File: config.mk
export PLATFORM = sky130hd
export DESIGN_NAME = promio_bus_seq
export DESIGN_NICKNAME = d
export VERILOG_FILES = /design/src/rtl/promio_pkg.sv /design/src/rtl/promio_cfg_regs.sv /design/src/rtl/promio_decode.sv /design/src/rtl/promio_rdy_sync.sv /design/src/rtl/promio_fsm.sv /design/src/rtl/promio_bus_seq.sv
export SDC_FILE = /design/constraint.sdc
export NUM_CORES = 1
export LEC_CHECK = 0
export BUFFER_PORTS_ARGS = -buffer_cell sky130_fd_sc_hd__buf_2
export CELL_PAD_IN_SITES_DETAIL_PLACEMENT = 0
export CELL_PAD_IN_SITES_GLOBAL_PLACEMENT = 1
export CORE_MARGIN = 5
export CORE_UTILIZATION = 36
export CTS_CLUSTER_DIAMETER = 30
export DETAILED_ROUTE_END_ITERATION = 6
export PLACE_DENSITY = 0.93
export SLEW_MARGIN = 20
export SYNTH_ARGS = -nofsm -noshare
export SYNTH_HDL_FRONTEND = slang
export SYNTH_SLANG_ARGS = --single-unit
File: constraint.sdc
create_clock -name clk -period 7.2 [get_ports clk]
set_clock_uncertainty 0.05 [all_clocks]
set_input_delay 0.36 -clock clk [delete_from_list [all_inputs] [get_ports clk]]
set_output_delay 0.36 -clock clk [all_outputs]
set_load 0.01 [all_outputs]
File: src/rtl/promio_pkg.sv
package promio_pkg;

  localparam int WS_W          = 4;
  localparam int CNT_W         = WS_W + 1;
  localparam int BANK_BASE_LOG = 13;
  localparam int BANK_MAX_BIT  = 28;
  localparam int BIDX_W        = 5;

  typedef enum logic [1:0] {
    AREA_NONE = 2'd0,
    AREA_PROM = 2'd1,
    AREA_IO   = 2'd2
  } area_e;

  typedef enum logic [1:0] {
    ST_IDLE   = 2'd0,
    ST_ACCESS = 2'd1,
    ST_ACK    = 2'd2
  } seq_state_e;

  // Packed MSB first: prom_rd_ws lands in bits [3:0].
  typedef struct packed {
    logic            async_rdy;
    logic            err_en;
    logic            io_rdy_en;
    logic            prom_rdy_en;
    logic            io_en;
    logic            prom_wen;
    logic [WS_W-1:0] bank_sz;
    logic [WS_W-1:0] io_ws;
    logic [WS_W-1:0] prom_wr_ws;
    logic [WS_W-1:0] prom_rd_ws;
  } cfg_t;

  localparam int CFG_W = $bits(cfg_t);

endpackage

File: src/rtl/promio_cfg_regs.sv
module promio_cfg_regs
  import promio_pkg::*;
#(
  parameter int DATA_W = 32
) (
  input  logic              clk,
  input  logic              rst_n,
  input  logic              we,
  input  logic [DATA_W-1:0] wdata,
  output logic [DATA_W-1:0] rdata,
  output cfg_t              cfg
);

  localparam int PAD_W = DATA_W - CFG_W;

  function automatic cfg_t reset_value();
    cfg_t v;
    v            = '0;
    v.prom_rd_ws = '1;
    return v;
  endfunction

  cfg_t cfg_q;

  always_ff @(posedge clk) begin
    if (!rst_n) begin
      cfg_q <= reset_value();
    end else if (we) begin
      cfg_q <= cfg_t'(wdata[CFG_W-1:0]);
    end
  end

  assign cfg   = cfg_q;
  assign rdata = {{PAD_W{1'b0}}, cfg_q};

endmodule

File: src/rtl/promio_decode.sv
module promio_decode
  import promio_pkg::*;
#(
  parameter int ADDR_W = 32
) (
  input  logic [ADDR_W-1:0] addr,
  input  logic              write,
  input  cfg_t              cfg,
  output area_e             area,
  output logic              bank_sel,
  output logic [CNT_W-1:0]  wait_cnt,
  output logic              rdy_en,
  output logic              blocked
);

  localparam int REGION_W = 4;

  logic [REGION_W-1:0] region;
  logic [BIDX_W-1:0]   bank_bit;

  assign region = addr[ADDR_W-1 -: REGION_W];

  always_comb begin
    unique case (region)
      4'd0, 4'd1: area = AREA_PROM;
      4'd2:       area = AREA_IO;
      default:    area = AREA_NONE;
    endcase
  end

  // Exponential bank size: 8 KiB * 2^N, N = 0 meaning the largest bank.
  always_comb begin
    if (cfg.bank_sz == '0) begin
      bank_bit = BIDX_W'(BANK_MAX_BIT);
    end else begin
      bank_bit = BIDX_W'(BANK_BASE_LOG) + BIDX_W'(cfg.bank_sz);
    end
  end

  assign bank_sel = addr[bank_bit];

  always_comb begin
    wait_cnt = '0;
    rdy_en   = 1'b0;
    blocked  = 1'b1;
    unique case (area)
      AREA_PROM: begin
        wait_cnt = write ? {cfg.prom_wr_ws, 1'b0} : {cfg.prom_rd_ws, 1'b0};
        rdy_en   = cfg.prom_rdy_en;
        blocked  = write && !cfg.prom_wen;
      end
      AREA_IO: begin
        wait_cnt = {1'b0, cfg.io_ws};
        rdy_en   = cfg.io_rdy_en;
        blocked  = !cfg.io_en;
      end
      default: begin
        blocked = 1'b1;
      end
    endcase
  end

endmodule

File: src/rtl/promio_rdy_sync.sv
module promio_rdy_sync #(
  parameter int STAGES = 2
) (
  input  logic clk,
  input  logic rst_n,
  input  logic async_mode,
  input  logic rdy_n_in,
  output logic rdy_n_out
);

  generate
    if (STAGES > 0) begin : g_sync
      logic [STAGES-1:0] chain;

      always_ff @(posedge clk) begin
        if (!rst_n) begin
          chain <= '1;
        end else begin
          chain[0] <= rdy_n_in;
          for (int i = 1; i < STAGES; i++) begin
            chain[i] <= chain[i-1];
          end
        end
      end

      assign rdy_n_out = async_mode ? chain[STAGES-1] : rdy_n_in;
    end else begin : g_direct
      logic unused_ok;
      assign unused_ok = clk ^ rst_n ^ async_mode;
      assign rdy_n_out = rdy_n_in;
    end
  endgenerate

endmodule

File: src/rtl/promio_fsm.sv
module promio_fsm
  import promio_pkg::*;
(
  input  logic             clk,
  input  logic             rst_n,
  input  logic             req_valid,
  output logic             req_ready,
  input  logic             req_write,
  input  area_e            dec_area,
  input  logic             dec_bank,
  input  logic [CNT_W-1:0] dec_wait,
  input  logic             dec_rdy_en,
  input  logic             dec_blocked,
  input  logic             err_en,
  input  logic             rdy_n,
  input  logic             err_n,
  output logic             rsp_valid,
  output logic             rsp_err,
  output logic [1:0]       prom_cs_n,
  output logic             io_sel_n,
  output logic             oe_n,
  output logic             we_n
);

  seq_state_e       st_q;
  logic [CNT_W-1:0] cnt_q;
  area_e            area_q;
  logic             bank_q;
  logic             wr_q;
  logic             rdy_en_q;
  logic             err_q;
  logic             accept;
  logic             in_access;

  assign accept    = req_valid && (st_q == ST_IDLE);
  assign in_access = (st_q == ST_ACCESS);

  always_ff @(posedge clk) begin
    if (!rst_n) begin
      st_q     <= ST_IDLE;
      cnt_q    <= '0;
      area_q   <= AREA_NONE;
      bank_q   <= 1'b0;
      wr_q     <= 1'b0;
      rdy_en_q <= 1'b0;
      err_q    <= 1'b0;
    end else begin
      unique case (st_q)
        ST_IDLE: begin
          if (accept) begin
            if (dec_blocked) begin
              st_q  <= ST_ACK;
              err_q <= 1'b1;
            end else begin
              st_q     <= ST_ACCESS;
              cnt_q    <= dec_wait;
              area_q   <= dec_area;
              bank_q   <= dec_bank;
              wr_q     <= req_write;
              rdy_en_q <= dec_rdy_en;
              err_q    <= 1'b0;
            end
          end
        end
        ST_ACCESS: begin
          if (err_en && !err_n) begin
            st_q  <= ST_ACK;
            err_q <= 1'b1;
          end else if (cnt_q != '0) begin
            cnt_q <= cnt_q - 1'b1;
          end else if (!rdy_en_q || !rdy_n) begin
            st_q <= ST_ACK;
          end
        end
        ST_ACK: begin
          st_q   <= ST_IDLE;
          area_q <= AREA_NONE;
        end
        default: begin
          st_q <= ST_IDLE;
        end
      endcase
    end
  end

  assign req_ready    = (st_q == ST_IDLE);
  assign rsp_valid    = (st_q == ST_ACK);
  assign rsp_err      = rsp_valid && err_q;
  assign prom_cs_n[0] = !(in_access && area_q == AREA_PROM && !bank_q);
  assign prom_cs_n[1] = !(in_access && area_q == AREA_PROM && bank_q);
  assign io_sel_n     = !(in_access && area_q == AREA_IO);
  assign oe_n         = !(in_access && !wr_q);
  assign we_n         = !(in_access && wr_q);

endmodule

File: src/rtl/promio_bus_seq.sv
module promio_bus_seq
  import promio_pkg::*;
#(
  parameter int ADDR_W      = 32,
  parameter int DATA_W      = 32,
  parameter int SYNC_STAGES = 2
) (
  input  logic              clk,
  input  logic              rst_n,
  input  logic              cfg_we,
  input  logic [DATA_W-1:0] cfg_wdata,
  output logic [DATA_W-1:0] cfg_rdata,
  input  logic              req_valid,
  output logic              req_ready,
  input  logic [ADDR_W-1:0] req_addr,
  input  logic              req_write,
  output logic              rsp_valid,
  output logic              rsp_err,
  output logic [1:0]        prom_cs_n,
  output logic              io_sel_n,
  output logic              oe_n,
  output logic              we_n,
  input  logic              bus_rdy_n,
  input  logic              bus_err_n
);

  cfg_t             cfg;
  area_e            dec_area;
  logic             dec_bank;
  logic [CNT_W-1:0] dec_wait;
  logic             dec_rdy_en;
  logic             dec_blocked;
  logic             rdy_n_s;

  promio_cfg_regs #(.DATA_W(DATA_W)) u_cfg (
    .clk   (clk),
    .rst_n (rst_n),
    .we    (cfg_we),
    .wdata (cfg_wdata),
    .rdata (cfg_rdata),
    .cfg   (cfg)
  );

  promio_decode #(.ADDR_W(ADDR_W)) u_dec (
    .addr     (req_addr),
    .write    (req_write),
    .cfg      (cfg),
    .area     (dec_area),
    .bank_sel (dec_bank),
    .wait_cnt (dec_wait),
    .rdy_en   (dec_rdy_en),
    .blocked  (dec_blocked)
  );

  promio_rdy_sync #(.STAGES(SYNC_STAGES)) u_sync (
    .clk        (clk),
    .rst_n      (rst_n),
    .async_mode (cfg.async_rdy),
    .rdy_n_in   (bus_rdy_n),
    .rdy_n_out  (rdy_n_s)
  );

  promio_fsm u_fsm (
    .clk         (clk),
    .rst_n       (rst_n),
    .req_valid   (req_valid),
    .req_ready   (req_ready),
    .req_write   (req_write),
    .dec_area    (dec_area),
    .dec_bank    (dec_bank),
    .dec_wait    (dec_wait),
    .dec_rdy_en  (dec_rdy_en),
    .dec_blocked (dec_blocked),
    .err_en      (cfg.err_en),
    .rdy_n       (rdy_n_s),
    .err_n       (bus_err_n),
    .rsp_valid   (rsp_valid),
    .rsp_err     (rsp_err),
    .prom_cs_n   (prom_cs_n),
    .io_sel_n    (io_sel_n),
    .oe_n        (oe_n),
    .we_n        (we_n)
  );

endmodule

After elaboration in Yosys (flattened, before gate mapping). Cells that the tools add are included.

Output and inout bits: 40. Word-level logic and storage cells: 99. Input bits: 71. Flip-flop bits (word level): 37.

Bitwise logic cells: 1. Add/sub/neg operators: 2. Reductions and logical operators: 35. $lt $le $gt $ge: 1. Eq/ne operators: 15. Muxes and demuxes: 27.

Operators by type and width (count): 2-to-1 mux 5 bit (6); one-hot mux 5 bit (2 select lines) (2); 2-to-1 mux 2 bit (7); zero test 1 bit (12); one-hot mux 2 bit (2 select lines) (3); AND reduction 3 bit (4); logical AND 1 bit (10); zero test 4 bit (2); inequality test 2 bit, second input constant (4); equality test 2 x 1 -> 1 bit, second input constant (3); equality test 2 bit, second input constant (3); less-than comparator 5 x 6 -> 1 bit, second input constant (1); inequality test 3 bit, second input constant (2); one-hot mux 1 bit (2 select lines) (3); adder 4 x 4 -> 5 bit, first input constant (1); binary-select mux 1 bit (select 5 bit) (1); 2-to-1 mux 1 bit (5); AND reduction 5 bit (1); nonzero test 5 bit (1); subtractor 5 x 1 -> 5 bit, second input constant (1); equality test 4 x 1 -> 1 bit, second input constant (1); equality test 4 x 2 -> 1 bit, second input constant (1); nonzero test 2 bit (2); zero test 2 bit (1); other kinds (4) (4).

Longest topological paths before layout.
Word-level depth: 8. Mapped depth: 9. Mapped depth without buffers: 9.

By module. From an unflattened synthesis, not the netlist that was laid out.

Cell total of the unflattened synthesis: 274. Area total of the unflattened synthesis: 2537.4 um2.

Modules (own cells, without submodules): promio_cfg_regs (cells an instance 104, area each 1091.0 um2, times used 1); promio_fsm (cells an instance 91, area each 837.1 um2, times used 1); promio_decode (cells an instance 74, area each 541.8 um2, times used 1); promio_rdy_sync (cells an instance 5, area each 67.6 um2, times used 1).

Worst setup path before layout. No wires, ideal clock.

Kind: input-to-reg. Start point: in req_addr[28]. End point: reg u_fsm.cnt_q[1]. Buffers on the path: 0. Library setup time: 0.116 ns. Arrival time: 2.605 ns. Slack: 4.428 ns. Required time: 7.034 ns. Stages: 7. Cells stage by stage: or4b_2 > ha_1 > and3b_1 > or4_4 > a21oi_4 > o221ai_1 > o211a_1.

Cells in the longest elaborated chain, start to end: 8. Elaborated cells on any way between the ends: 14. Classes of those cells: eq/ne: 5; mux: 6; reduce/logical: 3.

RTL lines: from (decl) (RTL line promio_bus_seq.sv:15) `input logic [ADDR_W-1:0] req_addr,`; equality test 4 x 1 -> 1 bit or zero test 4 bit (tied branches) (RTL line promio_decode.sv:24) `unique case (region)`; OR reduction 2 bit (RTL line promio_decode.sv:24); one-hot mux 2 bit (2 select lines) * (RTL line promio_decode.sv:24); equality test 2 bit or equality test 2 x 1 -> 1 bit (tied branches) (RTL line promio_decode.sv:46) `unique case (area)`; one-hot mux 5 bit (2 select lines) (RTL line promio_decode.sv:46); 2-to-1 mux 5 bit (RTL line promio_fsm.sv:51) `if (dec_blocked) begin`; 2-to-1 mux 5 bit (RTL line promio_fsm.sv:50) `if (accept) begin`; one-hot mux 5 bit (2 select lines) (RTL line promio_fsm.sv:48) `unique case (st_q)`; to (signal assigned) (RTL line promio_fsm.sv:56) `cnt_q <= dec_wait;`; to (signal assigned) (RTL line promio_fsm.sv:70) `cnt_q <= cnt_q - 1'b1;`; to (decl) (RTL line promio_fsm.sv:26) `logic [CNT_W-1:0] cnt_q;`.

Every way passes the cells marked *; elsewhere a longest branch is shown, timed or not. The select of a mux whose other input is x is not followed. A chain may end at the register's enable or synchronous reset.

Worst setup path in the final report.
Start point: in req_addr[28]. End point: reg u_fsm.bank_q.

Cells in the longest elaborated chain, start to end: 7. Elaborated cells on any way between the ends: 12. Classes of those cells: eq/ne: 4; mux: 4; bitwise: 1; reduce/logical: 3.

RTL lines: equality test 4 x 1 -> 1 bit or zero test 4 bit (tied branches) (RTL line promio_decode.sv:24); OR reduction 2 bit (RTL line promio_decode.sv:24); one-hot mux 2 bit (2 select lines) (RTL line promio_decode.sv:24); equality test 2 bit or equality test 2 x 1 -> 1 bit (tied branches) (RTL line promio_decode.sv:46); one-hot mux 1 bit (2 select lines) (RTL line promio_decode.sv:46); NOT 1 bit (no source line); AND reduction 3 bit (no source line); to (signal assigned) (RTL line promio_fsm.sv:58) `bank_q <= dec_bank;`; to (decl) (RTL line promio_fsm.sv:28) `logic bank_q;`.

Parallel ways exist; a longest one is shown, timed or not. The select of a mux whose other input is x is not followed.

==> results.txt <==
switch share: 0.2607
Critical Path RT: 7.33 ns
crit end category: flip-flop
core region area: 0.005991 mm²
Main synth FF type: dfxtp_1
cell family with most CP delay: simple AND/OR/NAND/NOR gates
CP Data Arrival Time: 2.95 ns
pin count of the biggest net entering global routing: 37
final period utilization: 0.3917
Avg Inst Size Synth: 9.506 µm²
Hold WC Path Type: in -> reg
Clock Tree Root: clkbuf_8
TritonCTS buffer count: 5
Clock power frac: 0.369
grt ovf: 0
logic gate share of total power: 0.190
vias per cell: 4.865
gpl congestion: 0.8021
Yosys warning count: 0
first-pass GRT wire length: 8597 µm
post-route ant nets: 0
via count: 1,878
Syn Inst Count: 236
setup violators final: 0
Fin Setup TNS: 0 ns
Final nets: 388
Worst path slowest cell: or4b_2
max_cap viols: 0
layout cell share with drive strength beyond 1: 0.3505
IO buf count: 82
slowest cell delay on critical path: 0.73 ns
Rows: 28
CP Class: in -> reg
post-synthesis register bit count: 37
Hold Buf Count CTS: 0
Syn Std Cell Area: 0.002243 mm²
dpl cells: 378
drt drc: 0
Worst Path Max Fanout: 10
ANT cells: 0
Pwr Density: 185.8 mW/mm²
DIE WIDTH: 88.94 µm
Tmin final: 2.820 ns
Reg power frac: 0.440
Non-Filler Instances: 386
number of DRC markers in iteration 0: 87
Final Max Slew Viols: 0
Final Hold Fails: 0
CTS tree: built
Die Span Y: 88.94 µm
Post-synth EDFFs: 0
Slew @ Worst Pin: 0.6624 ns
Peak supply drop: 108.2 µV
Seq/Total Area, Yosys: 0.3302
HPWL reported at the end of detailed placement: 4116 µm
DR WL/cell: 13.74 µm
drt first pass iters: 4
CTS max path bufs: 2
P_leak: 1.245 nW
unrepaired setup endpoints after global routing: false
H-tree depth: 2
post-CTS setup buffers: 0
distinct cell type count after synthesis: 49
status: finished, final reports clean
routed wire length: 5302 µm
FMAX: 354.6 MHz
Async SR Flop Fraction: 0
initial antenna violation count: 0
critical path launch point type: input port
Slew HR: 0.5551
CP bufs+invs: 1
worst-path cell chain: buf_2 -> or4b_2 -> ha_1 -> and3b_1 -> nor4_4 -> nand2b_1 -> a221oi_2 -> nand2_1 -> o2111a_1
clk slew on worst S/H paths: 0.08 ns
Switch Pwr: 0.1332 mW
fillcell total: 600
Starting Density: 0.3745
io pins: 111
Area growth syn-to-layout: 22.59%
number of global-route vias before repair: 1,875
Internal Power: 0.3777 mW
die area: 0.007910 mm²
worst skew pair latency: 0.29 ns
clock sinks: 37
Overall Global Routing Usage: 0.1378
post_cts resized: 0
-- routing by layer --
layer,global-route usage,vias to the layer above,wire length [µm]
met3,0.03410,4,289
met2,0.2267,47,2520
met5,0,-,0
li1,-,962,-
met4,0.03654,0,51
met1,0.1810,865,2441
-- registers in the layout, summed over array words and instances, names as in the netlist --
register             count
u_cfg.cfg               22
u_fsm.st_q               2
u_fsm.bank_q             1
u_sync.g_sync.chain      2
u_fsm.area_q             2
u_fsm.cnt_q              5
u_fsm.err_q              1
u_fsm.wr_q               1
u_fsm.rdy_en_q           1
-- cell families after synthesis --
logic type	Yosys count	share of synthesized area
adders and majority gates	7	0.03904
other	1	0.001672
buffers and inverters	33	0.08254
DFF	37	0.3302
muxes	37	0.2008
AOI/OAI and AO/OA	35	0.1227
and+or+nand+nor	86	0.2231
-- layout by cell type, fill, tap and decap left out, types with 2 or more instances in the layout --
master / count
dfxtp_1: 37
nor3_1: 2
nor2b_1: 23
conb_1: 10
and2_1: 2
nand3b_1: 2
clkbuf_8: 6
or4b_2: 3
inv_1: 9
mux2_2: 4
o211a_1: 2
mux2i_1: 27
a21boi_0: 2
ha_1: 7
o21ai_0: 3
mux4_2: 6
buf_2: 82
nand2_1: 19
a21boi_1: 2
a21oi_1: 4
o22ai_1: 3
and3b_1: 2
nand2b_1: 10
nand3_1: 4
a22oi_1: 6
nor2_1: 12
-- power groups by stage --
stage / clock [mW] / combinational, mW / sequential (mW)
final: 0.189 / 0.0971 / 0.225
after global routing: 0.202 / 0.108 / 0.227
after CTS: 0.193 / 0.0978 / 0.225
after detailed placement: 0 / 0.0974 / 0.230
after global placement: 0 / 0.0959 / 0.229
after floorplan: 0 / 0.0690 / 0.230
-- worst register-to-register path: stages, from the launching register on --
cell      delay [ns]
dfxtp_1         0.49
inv_1           0.08
ha_1            0.26
a21oi_2         0.34
mux4_2          0.57
a221oi_2        0.28
nand2_1         0.08
o2111a_1        0.13
-- path summary, 6_finish.rpt --
kind	from	endpoint	slack (ns)	cells past startpoint
hold / removal	cfg_wdata[1]	u_cfg.cfg[1]$_SDFFE_PN1P_	0.24	3
setup reg to reg	u_cfg.cfg[12]$_SDFFE_PN0P_	u_fsm.bank_q$_SDFFE_PN0P_	4.82	7
hold reg to reg	u_sync.g_sync.chain[0]$_SDFF_PN1_	u_sync.g_sync.chain[1]$_SDFF_PN1_	0.36	1
setup / recovery	req_addr[28]	u_fsm.bank_q$_SDFFE_PN0P_	4.38	9
-- area by class of cell --
type | count | area (µm²) | share of cell area
clock buffers | 6 | 82.58 | 0.03003
clock inverters | 2 | 37.54 | 0.01365
inverters | 9 | 33.78 | 0.01228
multi-input cells | 175 | 1351 | 0.4914
flip-flops and latches | 37 | 740.7 | 0.2693
well taps | 75 | 93.84 | 0.03412
repair buffers | 82 | 410.4 | 0.1492
-- stage by stage --
| stage | instance area (µm²) | utilization | hold WS, ns | total power [mW] | setup slack [ns] |
|---|---|---|---|---|---|
| 3_5_place_dp | 2630 | 0.4390 | 0.3464 | 0.3271 | 4.085 |
| 4_1_cts | 2750 | 0.4591 | 0.2301 | 0.5158 | 4.384 |
| 3_3_place_gp | 2630 | 0.4390 | 0.3411 | 0.3253 | 4.090 |
| 5_1_grt | 2750 | 0.4591 | 0.2348 | 0.5362 | 4.257 |
| 6_report | 2750 | 0.4591 | 0.2361 | 0.5109 | 4.380 |
| 2_1_floorplan | 2277 | - | 0.3363 | 0.2988 | 4.428 |
-- cell usage after synthesis (3+ instances only) --
library cell,instances,share of area
a21oi_1,4,0.0089
a22oi_1,6,0.020
buf_4,12,0.040
clkbuf_1,8,0.013
dfxtp_1,37,0.33
ha_1,7,0.039
inv_1,9,0.015
mux2_2,4,0.020
mux2i_1,27,0.12
mux4_2,6,0.060
nand2_1,19,0.032
nand2b_1,10,0.028
nand3_1,4,0.0089
nor2_1,12,0.020
nor2b_1,23,0.064
o21ai_0,3,0.0067
o22ai_1,3,0.0084
or4b_2,3,0.013
Note: power is estimated with default switching activity, not from simulation.
